`src/rtl/cpe_pkg.sv`:
```
package cpe_pkg;

  // Parity of the taps selected by a generator over a window (MSB = newest bit)
  function automatic logic tap_parity(input logic [5:0] win, input logic [5:0] gen);
    return ^(win & gen);
  endfunction

  // Which coded bits survive: bit0 keeps A, bit1 keeps B
  function automatic logic [1:0] keep_mask(input logic r34, input logic [1:0] phase);
    if (!r34)            return 2'b11;
    else if (phase == 0) return 2'b11;
    else if (phase == 1) return 2'b01;
    else                 return 2'b10;
  endfunction

  // Next puncturing phase in a cycle of three
  function automatic logic [1:0] next_phase(input logic [1:0] phase);
    return (phase == 2'd2) ? 2'd0 : phase + 2'd1;
  endfunction

endpackage

```
`src/rtl/cpe_shift.sv`:
```
module cpe_shift #(
  parameter int K_LONG  = 6,
  parameter int K_SHORT = 4,
  parameter logic [K_LONG-1:0]  GL_A = 6'o65,
  parameter logic [K_LONG-1:0]  GL_B = 6'o57,
  parameter logic [K_SHORT-1:0] GS_A = 4'o15,
  parameter logic [K_SHORT-1:0] GS_B = 4'o17
) (
  input  logic       clk,
  input  logic       rst_n,
  input  logic       clear,
  input  logic       shift_en,
  input  logic       din,
  input  logic       k4,
  output logic [1:0] pair,
  output logic       state_clear
);
  import cpe_pkg::*;
  localparam int MEM  = K_LONG - 1;
  localparam int SMEM = K_SHORT - 1;
  localparam int PADW = K_LONG - K_SHORT;

  logic [MEM-1:0] sr;   // sr[MEM-1] is the most recent bit
  logic [K_LONG-1:0] win_long, win_short, ga, gb, wsel;

  assign win_long  = {din, sr};
  assign win_short = {{PADW{1'b0}}, din, sr[MEM-1 -: SMEM]};
  assign wsel = k4 ? win_short : win_long;
  assign ga   = k4 ? {{PADW{1'b0}}, GS_A} : GL_A;
  assign gb   = k4 ? {{PADW{1'b0}}, GS_B} : GL_B;

  assign pair[0] = tap_parity(wsel, ga);
  assign pair[1] = tap_parity(wsel, gb);

  assign state_clear = k4 ? (sr[MEM-1 -: SMEM] == '0) : (sr == '0);

  always_ff @(posedge clk or negedge rst_n) begin
    if (!rst_n)        sr <= '0;
    else if (clear)    sr <= '0;
    else if (shift_en) sr <= {din, sr[MEM-1:1]};
  end
endmodule

```
`src/rtl/cpe_phase.sv`:
```
module cpe_phase (
  input  logic       clk,
  input  logic       rst_n,
  input  logic       clear,
  input  logic       step,
  input  logic       r34,
  output logic [1:0] phase,
  output logic [1:0] keep
);
  import cpe_pkg::*;

  assign keep = keep_mask(r34, phase);

  always_ff @(posedge clk or negedge rst_n) begin
    if (!rst_n)           phase <= 2'd0;
    else if (clear)       phase <= 2'd0;
    else if (step && r34) phase <= next_phase(phase);
  end
endmodule

```
`src/rtl/cpe_serial.sv`:
```
module cpe_serial (
  input  logic       clk,
  input  logic       rst_n,
  input  logic       clear,
  input  logic       load,
  input  logic [1:0] keep,
  input  logic [1:0] pair,
  input  logic       out_ready,
  output logic       out_valid,
  output logic       out_bit,
  output logic       empty,
  output logic [1:0] cnt
);
  logic [1:0] hold;

  assign out_valid = (cnt != 2'd0);
  assign out_bit   = hold[0];
  assign empty     = (cnt == 2'd0);

  always_ff @(posedge clk or negedge rst_n) begin
    if (!rst_n) begin
      hold <= 2'b00;
      cnt  <= 2'd0;
    end else if (clear) begin
      hold <= 2'b00;
      cnt  <= 2'd0;
    end else if (load) begin
      case (keep)
        2'b11:   begin hold <= {pair[1], pair[0]}; cnt <= 2'd2; end
        2'b01:   begin hold <= {1'b0, pair[0]};    cnt <= 2'd1; end
        2'b10:   begin hold <= {1'b0, pair[1]};    cnt <= 2'd1; end
        default: begin hold <= 2'b00;              cnt <= 2'd0; end
      endcase
    end else if (out_valid && out_ready) begin
      hold <= {1'b0, hold[1]};
      cnt  <= cnt - 2'd1;
    end
  end
endmodule

```
`src/rtl/conv_punct_enc.sv`:
```
module conv_punct_enc #(
  parameter int K_LONG  = 6,
  parameter int K_SHORT = 4
) (
  input  logic clk,
  input  logic rst_n,
  input  logic frame_start,
  input  logic code_k4,
  input  logic rate34,
  input  logic flush,
  input  logic in_valid,
  input  logic in_bit,
  output logic in_ready,
  output logic out_valid,
  output logic out_bit,
  input  logic out_ready
);
  localparam int TW = $clog2(K_LONG);
  localparam logic [TW-1:0] TAIL_LONG  = TW'(K_LONG - 1);
  localparam logic [TW-1:0] TAIL_SHORT = TW'(K_SHORT - 1);

  logic [TW-1:0] tail_left;
  logic       empty, data_go, tail_go, step, din, tail_last, state_clear;
  logic [1:0] pair, keep, phase, cnt;

  assign in_ready  = empty && (tail_left == '0);
  assign data_go   = in_valid && in_ready && !frame_start;
  assign tail_go   = (tail_left != '0) && empty && !frame_start;
  assign step      = data_go || tail_go;
  assign din       = tail_go ? 1'b0 : in_bit;
  assign tail_last = tail_go && (tail_left == TW'(1));

  always_ff @(posedge clk or negedge rst_n) begin
    if (!rst_n)                         tail_left <= '0;
    else if (frame_start)               tail_left <= '0;
    else if (flush && tail_left == '0)  tail_left <= code_k4 ? TAIL_SHORT : TAIL_LONG;
    else if (tail_go)                   tail_left <= tail_left - TW'(1);
  end

  cpe_shift #(.K_LONG(K_LONG), .K_SHORT(K_SHORT)) u_shift (
    .clk(clk), .rst_n(rst_n), .clear(frame_start), .shift_en(step),
    .din(din), .k4(code_k4), .pair(pair), .state_clear(state_clear)
  );

  cpe_phase u_phase (
    .clk(clk), .rst_n(rst_n), .clear(frame_start), .step(step),
    .r34(rate34), .phase(phase), .keep(keep)
  );

  cpe_serial u_serial (
    .clk(clk), .rst_n(rst_n), .clear(frame_start), .load(step),
    .keep(keep), .pair(pair), .out_ready(out_ready),
    .out_valid(out_valid), .out_bit(out_bit), .empty(empty), .cnt(cnt)
  );
endmodule

```
`config.mk`:
```
export PLATFORM = sky130hd
export DESIGN_NAME = conv_punct_enc
export DESIGN_NICKNAME = d
export VERILOG_FILES = /design/src/rtl/cpe_pkg.sv /design/src/rtl/cpe_shift.sv /design/src/rtl/cpe_phase.sv /design/src/rtl/cpe_serial.sv /design/src/rtl/conv_punct_enc.sv
export SDC_FILE = /design/constraint.sdc
export NUM_CORES = 1
export LEC_CHECK = 0
export BUFFER_PORTS_ARGS = -buffer_cell sky130_fd_sc_hd__buf_2
export CORE_MARGIN = 1
export CORE_UTILIZATION = 27
export CTS_CLUSTER_SIZE = 28
export DETAILED_ROUTE_END_ITERATION = 16
export PLACE_DENSITY = 0.48
export SLEW_MARGIN = 15
export SYNTH_ARGS = -nofsm -noshare
export SYNTH_HDL_FRONTEND = slang
export SYNTH_HIERARCHICAL = 1
export SYNTH_SLANG_ARGS = --single-unit
```
`constraint.sdc`:
```
create_clock -name clk -period 3.6 [get_ports clk]
set_input_delay 0.54 -clock clk [delete_from_list [all_inputs] [get_ports clk]]
set_output_delay 0.54 -clock clk [all_outputs]
set_load 0.01 [all_outputs]
```
After elaboration in Yosys (flattened, before gate mapping):

Index checks and enable logic that the tools add are counted.
Widths: inputs -> output; s select.

* bits in registers: 14
* latch bits: 0
* bits in writable memories: 0
* ROM bits: 0
* output and inout port bits: 3
* memories kept: 0

* add/sub/neg operators: 3
* multipliers: 0
* div/mod/pow operators: 0
* magnitude comparators: 0
* eq/ne operators: 5
* shifts and indexed selects: 0
* multiplexer cells: 24
* bitwise operators: 2
* reductions and logical operators: 22

Operator list (number)
* $mux 2: 12
* $mux 6: 3
* $and 6x6->6: 2
* $mux 3: 4
* $reduce_xor 6->1: 2
* $mux 5: 2
* $reduce_bool 3->1: 3
* $logic_and 1x1->1: 8
* $eq 2x2->1 const B: 3
* $pmux 2 s3: 1
* $reduce_bool 2->1: 3
* $eq 2x1->1 const B: 2
* $logic_not 2->1: 2
* $pmux 2 s2: 1
* $logic_not 3->1: 1
* $sub 3x1->3 const B: 1
* $add 2x1->2 const B: 1
* $reduce_or 2->1: 1
* $sub 2x1->2 const B: 1
* $logic_not 1->1: 1
* $logic_or 1x1->1: 1
* $mux 1: 1

Depth between registers and ports, before layout:

Gate-level depths: netlist of the first run.

* depth in word-level cells: 10
* depth in mapped cells: 10

Cells and area by module:

The synthesis of the first run kept the hierarchy.

By module, submodules not included
* cpe_serial: times used 1, cells each 33, area each 316.6 sq um, sequential area each 100.1 sq um
* cpe_shift: times used 1, cells each 28, area each 289.0 sq um, sequential area each 125.1 sq um
* conv_punct_enc: times used 1, cells each 24, area each 231.5 sq um, sequential area each 75.1 sq um
* cpe_phase: times used 1, cells each 10, area each 115.1 sq um, sequential area each 50.0 sq um

Least setup slack after synthesis of the first run:

Ideal clock, no wire load.

* kind: reg2reg
* from: register tail_left[0]
* to: register u_serial.hold[0]
* setup time: 94 ps
* data arrival time: 2044 ps
* path slack: 1462 ps
* cell stages (with the launch flop): 11
* cell sequence: dfrtp_1 inv_1 ha_1 ha_1 o31a_2 xor2_2 xnor2_1 xnor2_1 o21ai_0 a21o_1 a211oi_1

* longest elaborated chain between the ends: 10
* elaborated cells on any way between the ends: 18

Ends and longest elaborated chain
* from (decl): line conv_punct_enc.sv:22 `logic [TW-1:0] tail_left;`
* from (signal assigned): line conv_punct_enc.sv:36 `else if (flush && tail_left == '0) tail_left <= code_k4 ? TAIL_SHORT : TAIL_LONG;`
* from (signal assigned): line conv_punct_enc.sv:37 `else if (tail_go) tail_left <= tail_left - TW'(1);`
* $reduce_bool 3->1: line conv_punct_enc.sv:28 `assign tail_go = (tail_left != '0) && empty && !frame_start;`
* $logic_and 1x1->1 (2 in a row): line conv_punct_enc.sv:28
* $mux 1: line conv_punct_enc.sv:30 `assign din = tail_go ? 1'b0 : in_bit;`
* net din: line conv_punct_enc.sv:23 `logic empty, data_go, tail_go, step, din, tail_last, state_clear;`
* $mux 6: line cpe_shift.sv:28 `assign wsel = k4 ? win_short : win_long;`
* $and 6x6->6: line cpe_pkg.sv:5 `return ^(win & gen);`
* $reduce_xor 6->1: line cpe_pkg.sv:5
* net pair[0]: line conv_punct_enc.sv:24 `logic [1:0] pair, keep, phase, cnt;`
* $pmux 2 s3: line cpe_serial.sv:28 `case (keep)`
* $mux 2: line cpe_serial.sv:27 `end else if (load) begin`
* $mux 2: line cpe_serial.sv:24 `end else if (clear) begin`
* to (signal assigned): line cpe_serial.sv:35 `hold <= {1'b0, hold[1]};`
* to (decl): line cpe_serial.sv:14 `logic [1:0] hold;`

The timed path passes the listed nets, and every way through them passes these cells.
A chain may end at the register's enable or synchronous reset.

Worst setup path in the final report of the first run:

Ends and elaborated chain as after synthesis.

==> results of run 1 <==
metrics by stage:
| stage | area (um2) | instances |
|---|---|---|
| after floorplan | 936 | 92 |
| after global placement | 1050 | 148 |
| after detailed placement | 1050 | 148 |
| after CTS | 1080 | 152 |
| after global routing | 1080 | 152 |
| final | 1080 | 152 |
placed cells by master (no fill, tap or decap), types with 3 or more instances in the layout:
master and n:
nor2_1 8, buf_2 11, dfrtp_1 14, a21oi_1 3, clkbuf_4 3, mux2i_1 5, nand3b_1 3, ha_1 7
inv_1 11, nand2_1 5, xnor2_1 7
flip-flops by register name, indices dropped and copies added, names as in the netlist:
| name | flops |
|---|---|
| u_shift/sr | 5 |
| tail_left | 3 |
| u_phase/phase | 2 |
| u_serial/hold | 2 |
| u_serial/cnt | 2 |
cell type report:
class                      count  area, um2  area share
clock buffer                   4       36.3      0.0335
inverter                      11       41.3      0.0382
multi-input combinational     65        534       0.494
sequential                    14        350       0.324
tap                           46       57.6      0.0532
timing repair buffer          12       62.6      0.0578
per-layer routing:
layer / GRT usage / part of all wire / wire [um]
met1: 0.150 / 0.46 / 827
met2: 0.201 / 0.51 / 912
met3: 0.0192 / 0.022 / 40
met4: 0.0584 / 0.011 / 19
met5: 0 / 0 / 0
critical path: cells and delay by family (launching register included):
kind / cells / cell delay, ns
compound gates: 4 / 0.84
xor+xnor: 3 / 0.49
fa+ha+maj: 2 / 0.46
flops: 1 / 0.37
buf+inv: 1 / 0.05
how the worst max path moves through the flow:
stage	slack, ns	endpoint	start
final	1.30	u_serial/hold[0]	tail_left[0]
after global routing	1.09	u_serial/hold[0]	u_serial/cnt[0]
after CTS	1.28	u_serial/hold[0]	tail_left[0]
after detailed placement	1.30	u_serial/hold[0]	tail_left[0]
after global placement	1.37	u_serial/hold[0]	tail_left[0]
after floorplan	1.46	u_serial/hold[0]	tail_left[0]
where the power goes:
part           leakage [nW]  internal (mW)  switching [mW]
logic                 0.296          0.192           0.210
registers             0.189          0.196          0.0255
clock network        0.0210         0.0615          0.0584
==> metrics.md, run 1 <==
| Metric | Value |
|---|---|
| Tmin final | 2.30 ns |
| Cts repair resizes | 0 |
| CP arrival | 2.50 ns |
| Fillers | 364 |
| DR DRC count | 0 |
| Crit-path max FO | 7 |
| Wire length per cell | 11.8 um |
| All-Layer GR Usage | 0.120 |
| Crit-path slowest cell | dfrtp_1 |
| Startpoint Class | flop |
| Die Span Y | 60.9 um |
| Nets | 123 |
| Number of diodes | 0 |
| Total setup buffers inserted after CTS | 0 |
| Worst reg2reg path depth | 10 |
| R2r setup slk | 1.30 ns |
| Tot Pwr | 743 uW |
| Longest Clk Path Bufs | 2 |
| DP Worst Slack | 1.30 ns |
| Max VDD drop | 0.142 mV |
| Row Count | 21 |
| Crit path required time | 3.80 ns |
| First-pass GRT wire length | 3.24 mm |
| Vias per cell | 4.36 |
| Grt ovf | 0 |
| Critical path class | reg2reg |
| HP Class | in2async |
| Status | complete, no violations |
| Setup WS post-layout | 1.30 ns |
| MaxCap Viol Count | 0 |
| Worst-Margin Slew | 0.349 ns |
| IO Pins | 12 |
| Syn_area_per_cell | 10.2 um2 |
| Maximum clock frequency | 435 MHz |
| Largest net degree at the start of global routing | 19 |
| WL final | 1.80 mm |
| Buffers on Ports | 11 |
| Max_slew headroom | 0.767 |
| Final hold viol count | 0 |
| Core Util, Final | 0.324 |
| CTS tree | built |
| Initial core utilization | 0.280 |
| H-tree levels | 1 |
| Cells along the critical path | inv_1, ha_1, ha_1, o31a_2, xor2_2, xnor2_1, xnor2_1, o21ai_0, a21o_1, a211oi_1 |
| Leakage | 0.506 nW |
| Via count | 663 |
| RSZ-0062 raised after global routing | false |
| Cts bufs inserted | 3 |
| Max-slew violations | 0 |
| DR iter-0 viols | 10 |
| PD cells | 687 nW/um2 |
| Final setup viols | 0 |
| Die ar. | 3710 um2 |
| Worst Setup End Kind | flop |
| R2r endpoint | u_serial/hold[0] |
| Syn Inst Count | 92 |
| Worst Clk Skew | 0.0105 ns |
| P&R area growth vs syn | 15.6% |
| Setup_tns | 0 ns |
| Synth warn | 6 |
| Post-DP HPWL | 1.32 mm |
| Layout cells sized above 1 | 0.255 |
| Num Clock Sinks | 14 |
| Syn Std Cell Area | 936 um2 |
| Vias in the first global route | 729 |
| Core ar. | 3340 um2 |
| Routed Antenna Nets | 0 |
| Clk_lat worst skew | 0.29 ns |
| Gpl congestion | 0.692 |
| Initial antenna violation count | 0 |
| Die X | 60.9 um |
| Clock transition at path regs | 0.10 ns |
| Hold_buf cts | 0 |
| Period utilization | 0.638 |
| Largest stage delay, worst path | 0.37 ns |
| Synthesized net count | 108 |
| Worst R2R Start | tail_left[0] |
| Root Buffer Master | clkbuf_4 |
| Drt pass-1 iters | 3 |
| Hold_ws | 0.136 ns |
No activity file was read; power rests on OpenSTA's default activity.
==> run 2, diff against run 1 <==
--- a/config.mk
+++ b/config.mk
@@ -5,12 +5,13 @@
 export SDC_FILE = /design/constraint.sdc
 export NUM_CORES = 1
 export LEC_CHECK = 0
+export ABC_AREA = 1
 export BUFFER_PORTS_ARGS = -buffer_cell sky130_fd_sc_hd__buf_2
 export CORE_MARGIN = 1
 export CORE_UTILIZATION = 27
 export CTS_CLUSTER_SIZE = 28
 export DETAILED_ROUTE_END_ITERATION = 16
-export PLACE_DENSITY = 0.48
+export PLACE_DENSITY = 0.5
 export SLEW_MARGIN = 15
 export SYNTH_ARGS = -nofsm -noshare
 export SYNTH_HDL_FRONTEND = slang
==> constraint.sdc (replaced) <==
create_clock -name clk -period 2.1 [get_ports clk]
set_input_delay 0.315 -clock clk [delete_from_list [all_inputs] [get_ports clk]]
set_output_delay 0.315 -clock clk [all_outputs]
set_load 0.01 [all_outputs]
==> run 2 against run 1 <==
Against the previous run:
- routed wire length is 28% higher
- area after synthesis is 11% higher
- design area is 20% higher
- combinational power is 110% higher
- critical endpoint unchanged
==> metrics.md, run 2 <==
| Metric | Value |
|---|---|
| Crit-path max FO | 3 (was 7) |
| CP arrival | 2.11 ns (was 2.50 ns) |
| Die Span Y | 64.0 um (was 60.9 um) |
| Die ar. | 4090 um2 (was 3710 um2) |
| Max_slew headroom | 0.765 (was 0.767) |
| Grt ovf | 0 (unchanged) |
| MaxCap Viol Count | 0 (unchanged) |
| RSZ-0062 raised after global routing | true (was false) |
| Core Util, Final | 0.353 (was 0.324) |
| Die X | 64.0 um (was 60.9 um) |
| All-Layer GR Usage | 0.125 (was 0.120) |
| Via count | 953 (was 663) |
| Max-slew violations | 0 (unchanged) |
| Final setup viols | 0 (unchanged) |
| Post-DP HPWL | 1.77 mm (was 1.32 mm) |
| CTS tree | built (unchanged) |
| Num Clock Sinks | 14 (unchanged) |
| Worst Clk Skew | 0.00369 ns (was 0.0105 ns) |
| Root Buffer Master | clkbuf_8 (was clkbuf_4) |
| Vias in the first global route | 953 (was 729) |
| Clock transition at path regs | 0.06 ns (was 0.10 ns) |
| Max VDD drop | 0.525 mV (was 0.142 mV) |
| Maximum clock frequency | 508 MHz (was 435 MHz) |
| Buffers on Ports | 11 (unchanged) |
| Vias per cell | 4.37 (was 4.36) |
| Synthesized net count | 166 (was 108) |
| Tmin final | 1.97 ns (was 2.30 ns) |
| Number of diodes | 0 (unchanged) |
| First-pass GRT wire length | 3.97 mm (was 3.24 mm) |
| Cts bufs inserted | 3 (unchanged) |
| Drt pass-1 iters | 3 (unchanged) |
| Crit path required time | 2.24 ns (was 3.80 ns) |
| R2r setup slk | 0.13 ns (was 1.30 ns) |
| Worst-Margin Slew | 0.353 ns (was 0.349 ns) |
| Final hold viol count | 0 (unchanged) |
| Critical path class | reg2reg (unchanged) |
| R2r endpoint | u_serial/hold[0] (unchanged) |
| Gpl congestion | 0.796 (was 0.692) |
| Setup_tns | 0 ns (unchanged) |
| Routed Antenna Nets | 0 (unchanged) |
| Wire length per cell | 10.6 um (was 11.8 um) |
| PD cells | 1100 nW/um2 (was 687 nW/um2) |
| Worst R2R Start | tail_left[1] (was tail_left[0]) |
| Syn_area_per_cell | 6.91 um2 (was 10.2 um2) |
| DP Worst Slack | 0.0622 ns (was 1.30 ns) |
| Startpoint Class | flop (unchanged) |
| HP Class | in2reg (was in2async) |
| Reg with most FFs | u_shift/sr (unchanged) |
| Hold Path Cell Cnt | 4 |
| Setup WS post-layout | 0.131 ns (was 1.30 ns) |
| Leakage | 0.718 nW (was 0.506 nW) |
| Initial antenna violation count | 0 (unchanged) |
| Commonest cells after routing, fill and taps aside | nand2_1 (39), inv_1 (23), dfrtp_1 (14) (was dfrtp_1 (14), inv_1 (11), buf_2 (11)) |
| Syn Std Cell Area | 1040 um2 (was 936 um2) |
| DR iter-0 viols | 13 (was 10) |
| Status | complete, no violations (unchanged) |
| Nets | 188 (was 123) |
| Row Count | 22 (was 21) |
| Hold wc startpoint | out_ready |
| IO Pins | 12 (unchanged) |
| Syn Inst Count | 150 (was 92) |
| Synth warn | 6 (unchanged) |
| Core ar. | 3660 um2 (was 3340 um2) |
| Clk_lat worst skew | 0.24 ns (was 0.29 ns) |
| Max FFs per register | 5 (unchanged) |
| Tot Pwr | 1.42 mW (was 743 uW) |
| Worst reg2reg path depth | 21 (was 10) |
| WL final | 2.30 mm (was 1.80 mm) |
| Initial core utilization | 0.283 (was 0.280) |
| Hold EP | u_serial/cnt[0] |
| Layout cells sized above 1 | 0.318 (was 0.255) |
| Commonest non-fill, non-tap cell in the layout | nand2_1 (was dfrtp_1) |
| Worst Setup End Kind | flop (unchanged) |
| Longest Clk Path Bufs | 2 (unchanged) |
| Top Registers | u_shift/sr: 5 flops, tail_left: 3 flops (unchanged) |
| P&R area growth vs syn | 24.7% (was 15.6%) |
| H-tree levels | 1 (unchanged) |
| DR DRC count | 0 (unchanged) |
| Period utilization | 0.938 (was 0.638) |
| Largest net degree at the start of global routing | 15 (was 19) |
## run 2: changes by cell type in the layout (fill, tap and decap cells not counted), moves of 5 or more
cell / previous run / this run
inv_2: 0 / 9
inv_1: 11 / 23
mux2i_1: 5 / 0
nand3_2: 0 / 5
nand2_1: 5 / 39
nand2_2: 0 / 11
nand3_1: 0 / 13
o21ai_0: 2 / 8
buf_4: 1 / 6
xnor2_1: 7 / 1
## run 2: metrics by stage
| step | hold WS, ns | cells | cell area [um2] |
|---|---|---|---|
| after floorplan | 0.0194 | 150 | 1040 |
| after global placement | 0.241 | 213 | 1180 |
| after detailed placement | 0.245 | 213 | 1180 |
| after CTS | 0.407 | 217 | 1230 |
| after global routing | 0.432 | 218 | 1290 |
| final | 0.412 | 218 | 1290 |
## run 2: area by class of cell
| cell class | instances | area, um2 |
|---|---|---|
| clock buffers | 3 | 41.3 |
| fillers | 407 | 2370 |
| inverters | 33 | 126 |
| multi-input cells | 102 | 606 |
| flip-flops and latches | 14 | 350 |
| well taps | 48 | 60.1 |
| repair buffers | 18 | 110 |
## run 2: worst max path at each step
stage | startpoint | endpoint | depth (start not counted)
final | tail_left[1] | u_serial/hold[0] | 21
after floorplan | tail_left[0] | u_serial/hold[0] | 21
after global placement | tail_left[0] | u_serial/hold[0] | 21
after global routing | tail_left[0] | u_serial/hold[0] | 21
after detailed placement | tail_left[0] | u_serial/hold[0] | 21
after CTS | tail_left[0] | u_serial/hold[0] | 21
## run 2: timing repair
action / 4_1_cts / 5_1_grt
buffers inserted: 0 / 1
hold endpoints to repair: 14 / 0
hold buffers: 1 / 0
endpoints found under the setup margin: 0 / 2
gates resized for setup: 0 / 19
## run 2: where the power goes
| group | leakage, nW | switching [mW] | total, mW | internal (mW) |
|---|---|---|---|---|
| clock network | 0.0216 | 0.0970 | 0.224 | 0.127 |
| registers | 0.190 | 0.0327 | 0.362 | 0.329 |
| logic | 0.506 | 0.484 | 0.834 | 0.350 |
| total | 0.718 | 0.614 | 1.42 | 0.805 |
## run 2: critical path, stage by stage (launching register included)
cell     delay [ns]
dfrtp_1        0.36
inv_2          0.05
ha_4           0.16
ha_4           0.15
inv_2          0.04
nand2_2        0.05
o21ai_2        0.15
inv_2          0.07
nand2_2        0.07
nand3_2        0.06
nand2_2        0.09
inv_2          0.04
nand2_2        0.06
nand2_1        0.05
nand2_1        0.05
nand2_1        0.06
nand2_1        0.08
nand3_2        0.05
nand2_1        0.05
nand2_1        0.04
nand2_1        0.06
nand2_1        0.05
## run 2: per-layer routing
layer / global-route usage / part of all wire / up-vias
li1: - / - / 504
met1: 0.142 / 0.45 / 438
met2: 0.229 / 0.52 / 7
met3: 0.0179 / 0.021 / 4
met4: 0.0511 / 0.013 / 0
met5: 0 / 0 / -
